==> config.mk <==
export PLATFORM = sky130hd
export DESIGN_NAME = refresh_addr_map
export DESIGN_NICKNAME = d
export VERILOG_FILES = /design/src/rtl/rfa_pkg.sv /design/src/rtl/rfa_mode_latch.sv /design/src/rtl/rfa_counter.sv /design/src/rtl/rfa_map.sv /design/src/rtl/refresh_addr_map.sv
export SDC_FILE = /design/constraint.sdc
export NUM_CORES = 1
export LEC_CHECK = 0
export ABC_AREA = 0
export BUFFER_PORTS_ARGS = -buffer_cell sky130_fd_sc_hd__buf_2
export CAP_MARGIN = 20
export CORE_ASPECT_RATIO = 1.4
export CORE_MARGIN = 2
export CORE_UTILIZATION = 53
export DETAILED_ROUTE_END_ITERATION = 10
export GPL_TIMING_DRIVEN = 0
export MAX_ROUTING_LAYER = met4
export PLACE_DENSITY = 0.79
export SLEW_MARGIN = 10
export SYNTH_ARGS = -nofsm -noshare
export SYNTH_HDL_FRONTEND = slang
export SYNTH_SLANG_ARGS = --single-unit
==> constraint.sdc <==
create_clock -name clk -period 2.1 [get_ports clk]
set_input_delay 0.105 -clock clk [delete_from_list [all_inputs] [get_ports clk]]
set_output_delay 0.105 -clock clk [all_outputs]
set_load 0.01 [all_outputs]
==> src/rtl/rfa_pkg.sv <==
package rfa_pkg;
  localparam int ADDR_W  = 16;
  localparam int BANK_W  = 2;
  localparam int FILL_LO = 13;
  localparam int FILL_HI = 15;
  localparam int LOW_W   = ADDR_W - BANK_W;

  typedef logic [ADDR_W-1:0] addr_t;
  typedef logic [BANK_W-1:0] bank_t;

  typedef struct packed {
    logic by_two;
    logic word;
    logic wrap;
    logic big_mem;
  } mode_t;

  function automatic logic fill_bit(addr_t c, mode_t m);
    return (!m.big_mem || !m.wrap) ? c[FILL_LO] : c[FILL_HI];
  endfunction

  function automatic addr_t shifted(addr_t c, mode_t m);
    return m.word ? {c[ADDR_W-2:0], fill_bit(c, m)} : c;
  endfunction

  function automatic addr_t sized(addr_t a, mode_t m);
    return m.big_mem ? a : {{BANK_W{1'b0}}, a[LOW_W-1:0]};
  endfunction

  function automatic bank_t bank_of(addr_t a, mode_t m);
    return m.big_mem ? a[ADDR_W-1 -: BANK_W] : '0;
  endfunction
endpackage

==> src/rtl/rfa_mode_latch.sv <==
module rfa_mode_latch
  import rfa_pkg::*;
(
  input  logic  clk,
  input  logic  rst_n,
  input  logic  frame_start,
  input  mode_t mode_in,
  output mode_t mode_q
);
  always_ff @(posedge clk or negedge rst_n) begin
    if (!rst_n)           mode_q <= '0;
    else if (frame_start) mode_q <= mode_in;
  end
endmodule

==> src/rtl/rfa_counter.sv <==
module rfa_counter
  import rfa_pkg::*;
(
  input  logic  clk,
  input  logic  rst_n,
  input  logic  frame_start,
  input  logic  char_en,
  input  logic  by_two,
  input  addr_t start_addr,
  output addr_t cnt,
  output logic  step
);
  logic phase;

  // step: the counter moves on this clock edge
  assign step = !frame_start && char_en && (!by_two || phase);

  always_ff @(posedge clk or negedge rst_n) begin
    if (!rst_n) begin
      cnt   <= '0;
      phase <= 1'b0;
    end else if (frame_start) begin
      cnt   <= start_addr;
      phase <= 1'b0;
    end else begin
      if (char_en && by_two) phase <= !phase;
      if (step)              cnt   <= cnt + addr_t'(1);
    end
  end
endmodule

==> src/rtl/rfa_map.sv <==
module rfa_map
  import rfa_pkg::*;
(
  input  logic  clk,
  input  logic  rst_n,
  input  addr_t cnt,
  input  mode_t mode,
  output addr_t mem_addr,
  output bank_t bank_sel
);
  addr_t next_addr;

  assign next_addr = sized(shifted(cnt, mode), mode);

  always_ff @(posedge clk or negedge rst_n) begin
    if (!rst_n) begin
      mem_addr <= '0;
      bank_sel <= '0;
    end else begin
      mem_addr <= next_addr;
      bank_sel <= bank_of(next_addr, mode);
    end
  end
endmodule

==> src/rtl/refresh_addr_map.sv <==
module refresh_addr_map
  import rfa_pkg::*;
(
  input  logic        clk,
  input  logic        rst_n,
  input  logic        char_clk_en,
  input  logic        frame_start,
  input  logic [15:0] start_addr,
  input  logic        count_by_two,
  input  logic        word_mode,
  input  logic        addr_wrap,
  input  logic        mem_256k,
  output logic [15:0] mem_addr,
  output logic [1:0]  bank_sel
);
  mode_t mode_in;
  mode_t mode_q;
  addr_t cnt;
  logic  step;

  assign mode_in = '{by_two: count_by_two, word: word_mode,
                     wrap: addr_wrap, big_mem: mem_256k};

  rfa_mode_latch u_mode (
    .clk(clk), .rst_n(rst_n), .frame_start(frame_start),
    .mode_in(mode_in), .mode_q(mode_q)
  );

  rfa_counter u_cnt (
    .clk(clk), .rst_n(rst_n), .frame_start(frame_start),
    .char_en(char_clk_en), .by_two(mode_q.by_two),
    .start_addr(start_addr), .cnt(cnt), .step(step)
  );

  rfa_map u_map (
    .clk(clk), .rst_n(rst_n), .cnt(cnt), .mode(mode_q),
    .mem_addr(mem_addr), .bank_sel(bank_sel)
  );
endmodule

==> metrics.md, run 1 <==
| Metric | Value |
|---|---|
| CP Cell Sequence | `ha_1 > and2_1 > nand3_1 > or4_1 > a31oi_1` |
| Via count | `about 1.4k` |
| Hold WC Path Type | `input port to flip-flop` |
| Achievable Freq | `about 0.55 GHz` |
| Die area | `between 3000 and 4000 um2` |
| Layout fillers | `~270` |
| Die width | `52.8 um` |
| CP max stage cell | `or4_1` |
| Post-route ant nets | `0` |
| First-pass GRT wire length | `about 6.3 mm` |
| Grt total ovfl | `0` |
| Final wirelength | `roughly 3.7 mm` |
| Routed WL per cell | `approximately 15 um` |
| Setup Viol. Count Final | `0` |
| H-tree depth | `2` |
| Worst R2R End | `u_cnt.cnt[10]` |
| PnR worst setup slack | `268 ps` |
| WS Path Type | `flip-flop to flip-flop` |
| CP endpoint | `u_cnt.cnt[10]` |
| Via density | `slightly below 6` |
| Maximum root-to-sink buffer count | `2` |
| Tcrit/Tclk final | `between 80% and 90%` |
| Largest area contributor in the netlist | `dfrtp_1` |
| Post-CTS Resized | `0` |
| Initial DRC Count | `42` |
| Critical path arrival | `about 2000 ps` |
| Multi-input logic area | `783 um2` |
| Worst slew pin tran | `a little over 800 ps` |
| Post-DP HPWL | `between 2 and 3 mm` |
| Syn Area/Cell | `11.0 um2` |
| Share of the synthesized area in the top cell type | `a little over half` |
| Count of port buffers added during placement | `40` |
| Required time of the critical path | `between 2000 and 2500 ps` |
| Seq/Total Area, Yosys | `a little over half` |
| RSZ-0062 raised after global routing | `no` |
| Initial antenna violation count | `0` |
| Synth unique cells | `37` |
| Synth top area cells | `dfrtp_1, mux2_2, nand2_1` |
| Routability cong. | `~0.89` |
| Syn_nets | `186` |
| # DRC | `0` |
| Netlist Area Pre-Place | `roughly 1800 um2` |
| Die height | `72.4 um` |
| # rows | `24` |
| CTS Sinks | `37` |
| Normalized max-slew margin | `around 46%` |
| Reg-to-reg startpoint | `u_cnt.cnt[0]` |
| Critical path's top delay family | `simple AND/OR/NAND/NOR gates` |
| Fin Clk Skew | `about 3.8 ps` |
| Syn Inst Count | `161` |
| Yosys warnings | `0` |
| Critical Path Start | `u_cnt.cnt[0]` |
| IO Pins | `42` |
| CTS Buf Count | `5` |
| Clk_lat worst skew | `between 200 and 300 ps` |
| Total GRT Usage | `roughly a quarter` |
| Setup_tns | `0 ps` |
| Final net count | `approximately 230` |
| Outcome | `finished, final reports clean` |
| Vias in the first global route | `1384` |
| Area grow syn2layout | `20.4%` |
| Clock root buffer | `clkbuf_8` |
| Reg2reg path depth | `5` |
| Leakage power | `just under 0.001 uW` |
| Drt first pass iters | `4` |
| R2R setup slack | `~270 ps` |
| Diode count | `0` |
| CP bufs+invs | `0` |
| Min Tclk post-route | `1830 ps` |
| Crit path max fanout | `6` |
| Final slew viol count | `0` |
| Worst path depth | `5` |
| Core area | `3150 um2` |
| Fin. Hold Viols | `0` |
| Crit. End Element | `flip-flop` |
| CTS tree | `done` |
| Crit-path max cell delay | `around 570 ps` |
| CTS clk-pin slew, worst paths | `70 ps` |
| Peak VDD IR | `about 0.6 mV` |
| Max-cap violations | `0` |
| Type of origin of the critical path | `flip-flop` |
| Pwr Density | `807 nW/um2` |
| Largest net degree at the start of global routing | `38` |
| Starting Density | `a little under three fifths` |
| Area occupied by registers | `roughly 930 um2` |
| Dpl ws | `slightly below 300 ps` |
| Share of cells above drive strength 1 | `35.2%` |
| Synthesis-stage register bit count | `37` |
## synthesized netlist by cell type
library cell   n
xor2_1         6
or4_1          5
buf_1          1
nand2b_1       1
nand3_1        8
nand2_1       17
nand4b_1       1
a21oi_1        1
or3_2          1
inv_1          2
o31ai_1        4
dfrtp_1       37
nor4_1         3
buf_6          1
and2_1         1
xnor2_1        1
nor2b_1        3
a31oi_1        7
buf_2          1
mux2i_1        4
nand2_2        1
o211ai_1       1
a211o_1        1
nor2_1         9
buf_4          2
o21ai_0        8
o41ai_1        2
and4_4         1
nand3_2        1
nand4bb_1      1
and4_2         1
and3_1         2
ha_1           1
o211a_1        1
clkbuf_1       5
mux2_2        17
nand4_1        2
## layout make-up
cell class | count | share of cell area, %
Inverter | 2 | 0.352
Sequential cell | 37 | 43.5
Clock buffer | 7 | 4.52
Tap cell | 39 | 2.29
Timing Repair Buffer | 41 | 9.86
Multi-Input combinational cell | 112 | 36.8
Clock inverter | 1 | 0.235
Buffer | 10 | 2.52
## how the worst min path moves through the flow
stage / startpoint / end / slack, ps / depth (start not counted)
finish: start_addr[4] / u_cnt.cnt[4] / 20 / 3
global route: start_addr[6] / u_cnt.cnt[6] / 30 / 3
CTS: start_addr[4] / u_cnt.cnt[4] / 10 / 3
detailed placement: rst_n / u_map.mem_addr[9] / 240 / 1
global placement: rst_n / u_map.mem_addr[9] / 220 / 1
floorplan: rst_n / u_cnt.cnt[0] / -190 / 0
## through the flow
stage / util (%) / power (uW) / area [um2] / instances / hold slack (ps)
after floorplan: - / 1060 / 1770 / 161 / -191
after global placement: 64.0 / 1180 / 2020 / 240 / 222
after detailed placement: 64.0 / 1190 / 2020 / 240 / 236
after CTS: 67.6 / 1740 / 2130 / 249 / 12.6
after global routing: 67.6 / 1800 / 2130 / 249 / 31.8
final: 67.6 / 1720 / 2130 / 249 / 18.4
## kinds of logic (layout without fill, tap and decap cells)
family	Yosys count	in the layout	share of synthesized area, %
buf+inv	12	61	3.46
fa+ha+maj	1	1	0.707
compound gates	25	25	9.19
simple gates	58	58	17.8
xor+xnor	7	7	3.46
flops	37	37	52.3
mux	21	21	13.1
## registers in the layout, indices dropped and copies added, names as in the netlist
name,count
u_cnt.phase,1
u_cnt.cnt,16
u_map.bank_sel,1
u_mode.mode_q,4
u_map.mem_addr,15
## power by group
| part | internal, uW | switching [uW] | total, uW |
|---|---|---|---|
| logic | 154 | 160 | 313 |
| clock network | 296 | 247 | 543 |
| registers | 798 | 65.0 | 863 |
| total | 1250 | 472 | 1720 |
## worst min-delay path: stages
cell and delay (ps):
buf_2 70, nand2_1 40, o21ai_0 60
## cells in the final DEF (no fill, tap or decap), types with 2 or more instances in the layout
cell type   n
nor4_1      3
and3_1      2
mux2i_1     4
or4_1       5
nand4_1     2
mux2_2     17
o21ai_0     8
o41ai_1     2
o31ai_1     4
a31oi_1     7
buf_4       2
clkbuf_8    7
inv_1       2
dfrtp_1    37
clkbuf_1    5
buf_2      41
nand2_1    17
nor2_1      9
nor2b_1     3
nand3_1     8
xor2_1      6
## repair_timing
action,CTS,global route
endpoints found under the hold margin,37,0
buffers inserted,0,0
hold buffers,1,0
## per-layer routing
layer  GRT usage [%]  wire length, um
met2            38.5             2040
met4            10.5               85
met1            27.2             1400
met5               -                0
met3            5.56              210
No activity file was read; power rests on OpenSTA's default activity.
==> run 2, diff against run 1 <==
--- a/config.mk
+++ b/config.mk
@@ -15,6 +15,7 @@
 export GPL_TIMING_DRIVEN = 0
 export MAX_ROUTING_LAYER = met4
 export PLACE_DENSITY = 0.79
+export SETUP_SLACK_MARGIN = 0.4
 export SLEW_MARGIN = 10
 export SYNTH_ARGS = -nofsm -noshare
 export SYNTH_HDL_FRONTEND = slang
==> metrics.md, run 2 (same netlist as run 1, synthesis figures left out) <==
| Metric | Value |
|---|---|
| Starting Density | `56.2% (unchanged)` |
| Fin Clk Skew | `5.28 ps (+1.53 ps)` |
| Hold WC Path Type | `input port to flip-flop` |
| Peak VDD IR | `0.650 mV (+8.6%)` |
| Worst R2R End | `u_cnt.cnt[10]` |
| Normalized max-slew margin | `46.3% (+0.12 points)` |
| Drt first pass iters | `4 (unchanged)` |
| Layout fillers | `239 (-12%)` |
| Largest net degree at the start of global routing | `38 (unchanged)` |
| Final net count | `246 (+5.1%)` |
| Die height | `72.4 um (unchanged)` |
| Initial antenna violation count | `0 (unchanged)` |
| Setup Viol. Count Final | `0 (unchanged)` |
| Type of origin of the critical path | `flip-flop` |
| Vias in the first global route | `1385 (+0.072%)` |
| Total GRT Usage | `23.7% (+0.13 points)` |
| Tcrit/Tclk final | `78.5% (-8.8 points)` |
| Worst slew pin tran | `806 ps (-1.81 ps)` |
| Max-cap violations | `0 (unchanged)` |
| Largest register FFs | `16 (unchanged)` |
| CP max stage cell | `or4_1` |
| R2R setup slack | `450 ps (+180 ps)` |
| Critical path's top delay family | `simple AND/OR/NAND/NOR gates` |
| Initial DRC Count | `44 (+4.8%)` |
| Clk_lat worst skew | `300 ps (about the same)` |
| Required time of the critical path | `2320 ps (about the same)` |
| Maximum root-to-sink buffer count | `2 (unchanged)` |
| RSZ-0062 raised after global routing | `yes` |
| Area grow syn2layout | `28.6%` |
| Pwr Density | `774 nW/um2 (-4.1%)` |
| Crit path max fanout | `6 (unchanged)` |
| HP Start | `start_addr[4]` |
| Reg2reg path depth | `5 (unchanged)` |
| Critical Path Start | `u_cnt.cnt[4]` |
| WS Path Type | `flip-flop to flip-flop` |
| Commonest non-fill, non-tap cell in the layout | `buf_2` |
| Share of cells above drive strength 1 | `44.1% (+8.9 points)` |
| Critical path arrival | `1860 ps (-190 ps)` |
| Die area | `3830 um2 (unchanged)` |
| Final slew viol count | `0 (unchanged)` |
| Crit. End Element | `flip-flop` |
| CTS Buf Count | `5 (unchanged)` |
| Via density | `5.69 (-1.3%)` |
| Crit-path max cell delay | `500 ps (-70 ps)` |
| Die width | `52.8 um (unchanged)` |
| Cell area after placement | `2020 um2 (unchanged)` |
| Core area | `3150 um2 (unchanged)` |
| Clock root buffer | `clkbuf_8` |
| CP bufs+invs | `1 (+1)` |
| Achievable Freq | `0.607 GHz (+11%)` |
| Outcome | `finished, final reports clean` |
| # rows | `24 (unchanged)` |
| Post-route ant nets | `0 (unchanged)` |
| Hold depth | `3 (unchanged)` |
| Routed WL per cell | `15.2 um (+1.1%)` |
| Diode count | `0 (unchanged)` |
| Final instance area | `2280 um2 (+6.8%)` |
| IO Pins | `42 (unchanged)` |
| Via count | `1484 (+3.4%)` |
| H-tree depth | `2 (unchanged)` |
| Final wirelength | `3.96 mm (+6.0%)` |
| Setup_tns | `0 ps (unchanged)` |
| First-pass GRT wire length | `6.35 mm (+0.21%)` |
| CTS tree | `done` |
| CTS clk-pin slew, worst paths | `70 ps (about the same)` |
| Worst Hold Path EP | `u_cnt.cnt[4]` |
| Fin. Hold Viols | `0 (unchanged)` |
| Min Tclk post-route | `1650 ps (-185 ps)` |
| Post-DP HPWL | `2.65 mm (unchanged)` |
| Top flop regs | `u_cnt.cnt x16, u_map.mem_addr x15, u_mode.mode_q x4` |
| Commonest non-fill, non-tap cells in the layout | `buf_2, dfrtp_1, mux2_2, nand2_1, buf_4` |
| CTS Sinks | `37 (unchanged)` |
| Routability cong. | `0.893 (unchanged)` |
| Reg-to-reg startpoint | `u_cnt.cnt[4]` |
| Count of port buffers added during placement | `40 (unchanged)` |
| Grt total ovfl | `0 (unchanged)` |
| Leakage power | `0.00102 uW (+6.2%)` |
| # DRC | `0 (unchanged)` |
| CP Cell Sequence | `and4_4 > nand2_2 > buf_6 > or4_1 > a31oi_1` |
| Top reg by flops | `u_cnt.cnt` |
==> run 2: cell types whose count changed in the layout (fill, tap and decap cells not counted), sizes merged <==
cell	previous run	this run
buf	45	57
==> run 2: worst reg2reg max path, cell delays in order (launching register included) <==
cell     delay (ps)
dfrtp_2         410
and4_4          260
nand2_2          80
buf_6           150
or4_1           500
a31oi_1         170
==> run 2: report_power, final <==
part	internal (uW)	leakage (uW)	total (uW)	switching, uW
Sequential	800	0.000433	862	62.3
Combinational	180	0.000537	358	177
Clock	296	0.0000542	541	245
Total	1280	0.00102	1760	484
==> run 2: repair_timing <==
item,4_1_cts,5_1_grt
hold endpoints to repair,37,0
hold buffers,1,0
setup buffers,1,10
pin swaps,0,5
setup endpoints to repair,11,6
cloned,0,1
gates resized for setup,5,11
==> run 2: area by class of cell <==
type / count / area [um2] / share of cell area, %
Buffer: 10 / 57.6 / 2.53
Clock buffer: 7 / 96.3 / 4.23
Clock inverter: 1 / 5.00 / 0.220
Inverter: 2 / 7.51 / 0.330
Multi-Input combinational cell: 112 / 832 / 36.6
Sequential cell: 37 / 931 / 40.9
Tap cell: 39 / 48.8 / 2.14
Timing Repair Buffer: 53 / 298 / 13.1
==> run 2: how the worst max path moves through the flow <==
| stage | depth (start not counted) | endpoint | slack [ps] |
|---|---|---|---|
| after floorplan | 5 | u_cnt.cnt[10] | 490 |
| after global placement | 5 | u_cnt.cnt[12] | 350 |
| final | 5 | u_cnt.cnt[10] | 450 |
| after detailed placement | 5 | u_cnt.cnt[10] | 300 |
| after CTS | 5 | u_cnt.cnt[10] | 410 |
| after global routing | 5 | u_cnt.cnt[10] | 370 |
==> run 2: per-layer routing <==
layer	track usage, %	part of all wire, %	vias up
li1	-	-	701
met1	27.5	37	721
met2	38.5	55	54
met4	10.8	2.0	0
met5	-	0	-
met3	5.56	5.9	8
==> run 2: metrics by stage <==
step	total power (uW)	hold WS (ps)	setup WS [ps]	util [%]	instances
5_1_grt	1850	36.6	373	72.2	261
2_1_floorplan	1060	-191	491	-	161
4_1_cts	1750	12.6	408	68.4	250
3_3_place_gp	1180	222	352	64.0	240
3_5_place_dp	1190	236	298	64.0	240
6_report	1760	15.1	452	72.2	261
==> run 3, diff against run 2 <==
==> constraint.sdc (replaced) <==
create_clock -name clk -period 1.6 [get_ports clk]
set_input_delay 0.08 -clock clk [delete_from_list [all_inputs] [get_ports clk]]
set_output_delay 0.08 -clock clk [all_outputs]
set_load 0.01 [all_outputs]
==> metrics.md, run 3 (same netlist as run 1, synthesis figures left out) <==
| Metric | Value |
|---|---|
| Outcome | `finished, final reports clean` |
| Min Tclk post-route | `1570 ps (-79.1 ps)` |
| Leakage power | `0.00119 uW (+16%)` |
| Worst slew pin tran | `815 ps (+9.71 ps)` |
| Final slew viol count | `0 (unchanged)` |
| CTS tree | `done` |
| Die width | `52.8 um (unchanged)` |
| Final wirelength | `5.25 mm (+33%)` |
| First-pass GRT wire length | `8.31 mm (+31%)` |
| Setup Viol. Count Final | `0 (unchanged)` |
| Top reg by flops | `u_cnt.cnt` |
| Crit. End Element | `flip-flop` |
| Tcrit/Tclk final | `98.0% (+20 points)` |
| Peak VDD IR | `0.845 mV (+30%)` |
| Normalized max-slew margin | `45.6% (-0.65 points)` |
| Routability cong. | `0.880 (-1.4%)` |
| Vias in the first global route | `1719 (+24%)` |
| H-tree depth | `2 (unchanged)` |
| Die area | `3830 um2 (unchanged)` |
| Starting Density | `56.2% (unchanged)` |
| Clk_lat worst skew | `290 ps (about the same)` |
| Post-route ant nets | `0 (unchanged)` |
| WS Path Type | `flip-flop to flip-flop` |
| Largest register FFs | `16 (unchanged)` |
| Max-cap violations | `0 (unchanged)` |
| Post-DP HPWL | `2.78 mm (+5.2%)` |
| WHS | `3.28 ps (-11.9 ps)` |
| Utilization after layout | `82.3% (+10 points)` |
| CTS Sinks | `37 (unchanged)` |
| Crit path max fanout | `6 (unchanged)` |
| CTS clk-pin slew, worst paths | `70 ps (about the same)` |
| Count of port buffers added during placement | `40 (unchanged)` |
| IO Pins | `42 (unchanged)` |
| Initial antenna violation count | `0 (unchanged)` |
| Hold WC Path Type | `input port to flip-flop` |
| Achievable Freq | `0.637 GHz (+5.0%)` |
| Commonest non-fill, non-tap cell in the layout | `buf_2` |
| Top flop regs | `u_cnt.cnt x16, u_map.mem_addr x15, u_mode.mode_q x4` |
| Via density | `5.84 (+2.7%)` |
| Commonest non-fill, non-tap cells in the layout | `buf_2, dfrtp_1, buf_4` |
| Grt total ovfl | `0 (unchanged)` |
| Non-Filler Instances | `284 (+8.8%)` |
| Core area | `3150 um2 (unchanged)` |
| Fin. Hold Viols | `0 (unchanged)` |
| # DRC | `0 (unchanged)` |
| Final net count | `269 (+9.3%)` |
| Area grow syn2layout | `46.5%` |
| Drt first pass iters | `4 (unchanged)` |
| Type of origin of the critical path | `flip-flop` |
| RSZ-0062 raised after global routing | `yes` |
| Via count | `1658 (+12%)` |
| Required time of the critical path | `1820 ps (-500 ps)` |
| Fin Clk Skew | `1.88 ps (-3.41 ps)` |
| # rows | `24 (unchanged)` |
| Diode count | `0 (unchanged)` |
| Pwr Density | `958 nW/um2 (+24%)` |
| Largest net degree at the start of global routing | `38 (unchanged)` |
| Overall power | `2480 uW (+41%)` |
| CTS Buf Count | `5 (unchanged)` |
| Placed insts | `240 (unchanged)` |
| Share of cells above drive strength 1 | `51.0% (+6.9 points)` |
| Layout fillers | `184 (-23%)` |
| Clock root buffer | `clkbuf_8` |
| Total GRT Usage | `30.6% (+6.8 points)` |
| Maximum root-to-sink buffer count | `2 (unchanged)` |
| Initial DRC Count | `50 (+14%)` |
| Die height | `72.4 um (unchanged)` |
| Critical path arrival | `1780 ps (-80 ps)` |
| Routed WL per cell | `18.5 um (+22%)` |
| PnR worst setup slack | `31.4 ps (-421 ps)` |
| Dpl ws | `-103 ps (-401 ps)` |
run 3: cell types whose count changed in the layout (fill, tap and decap cells not counted), moves of 3 or more:
cell / delta
buf_4: +12
dlygate4sd3_1: +5
o21ai_1: +7
buf_6: +8
nand2_4: +3
o21ai_0: -7
nor4_1: -3
run 3: critical path, stage by stage, from the launching register on:
cell	delay (ps)
dfrtp_1	390
ha_2	200
and2_4	160
nand3_4	110
or4_4	460
a31oi_1	170
run 3: per-stage QoR:
step	instance area, um2	TNS [ps]
5_1_grt	2590	-99.8
2_1_floorplan	1810	0
6_report	2590	0
4_1_cts	2500	0
3_5_place_dp	2060	-258
3_3_place_gp	2060	-169
run 3: final cells by class:
type | count | area [um2] | area share [%]
Buffer | 10 | 71.3 | 2.75
Tap cell | 39 | 48.8 | 1.88
Inverter | 2 | 7.51 | 0.289
Multi-Input combinational cell | 112 | 915 | 35.3
Clock buffer | 7 | 96.3 | 3.71
Clock inverter | 1 | 5.00 | 0.193
Sequential cell | 37 | 930 | 35.8
Timing Repair Buffer | 76 | 520 | 20.1
run 3: what timing repair did:
action / in CTS / in global routing
buffers inserted: 24 / 6
resized for setup: 26 / 13
hold buffers: 6 / 0
endpoints found under the setup margin: 23 / 23
gates cloned: 0 / 0
pin swaps: 16 / 15
endpoints found under the hold margin: 42 / 0
run 3: path summary, 6_finish.rpt:
check                               endpoint             start  depth (start not counted)  slack [ps]
max                            u_cnt.cnt[12]      u_cnt.cnt[0]                          5          30
min                             u_cnt.cnt[1]     start_addr[1]                          3           3
max reg2reg                    u_cnt.cnt[12]      u_cnt.cnt[0]                          5          30
min reg2reg                 u_mode.mode_q[1]  u_mode.mode_q[1]                          1         530
max in group asynchronous       u_cnt.cnt[2]             rst_n                          2         610
min in group asynchronous  u_map.mem_addr[8]             rst_n                          2         420
run 3: report_power, final:
part           leakage, uW  total, uW  switching [uW]  internal [uW]
combinational     0.000703        652             318            334
sequential        0.000434       1120            70.0           1050
clock            0.0000542        714             325            389
total              0.00119       2480             713           1770
run 3: routing by layer:
layer  vias to the layer above  GRT usage [%]  part of all wire, %
li1                        751              -                    -
met1                       825           33.8                   37
met3                        13           5.14                  4.6
met2                        69           53.8                   56
met4                         0           11.7                  2.1
met5                         -              -                    0
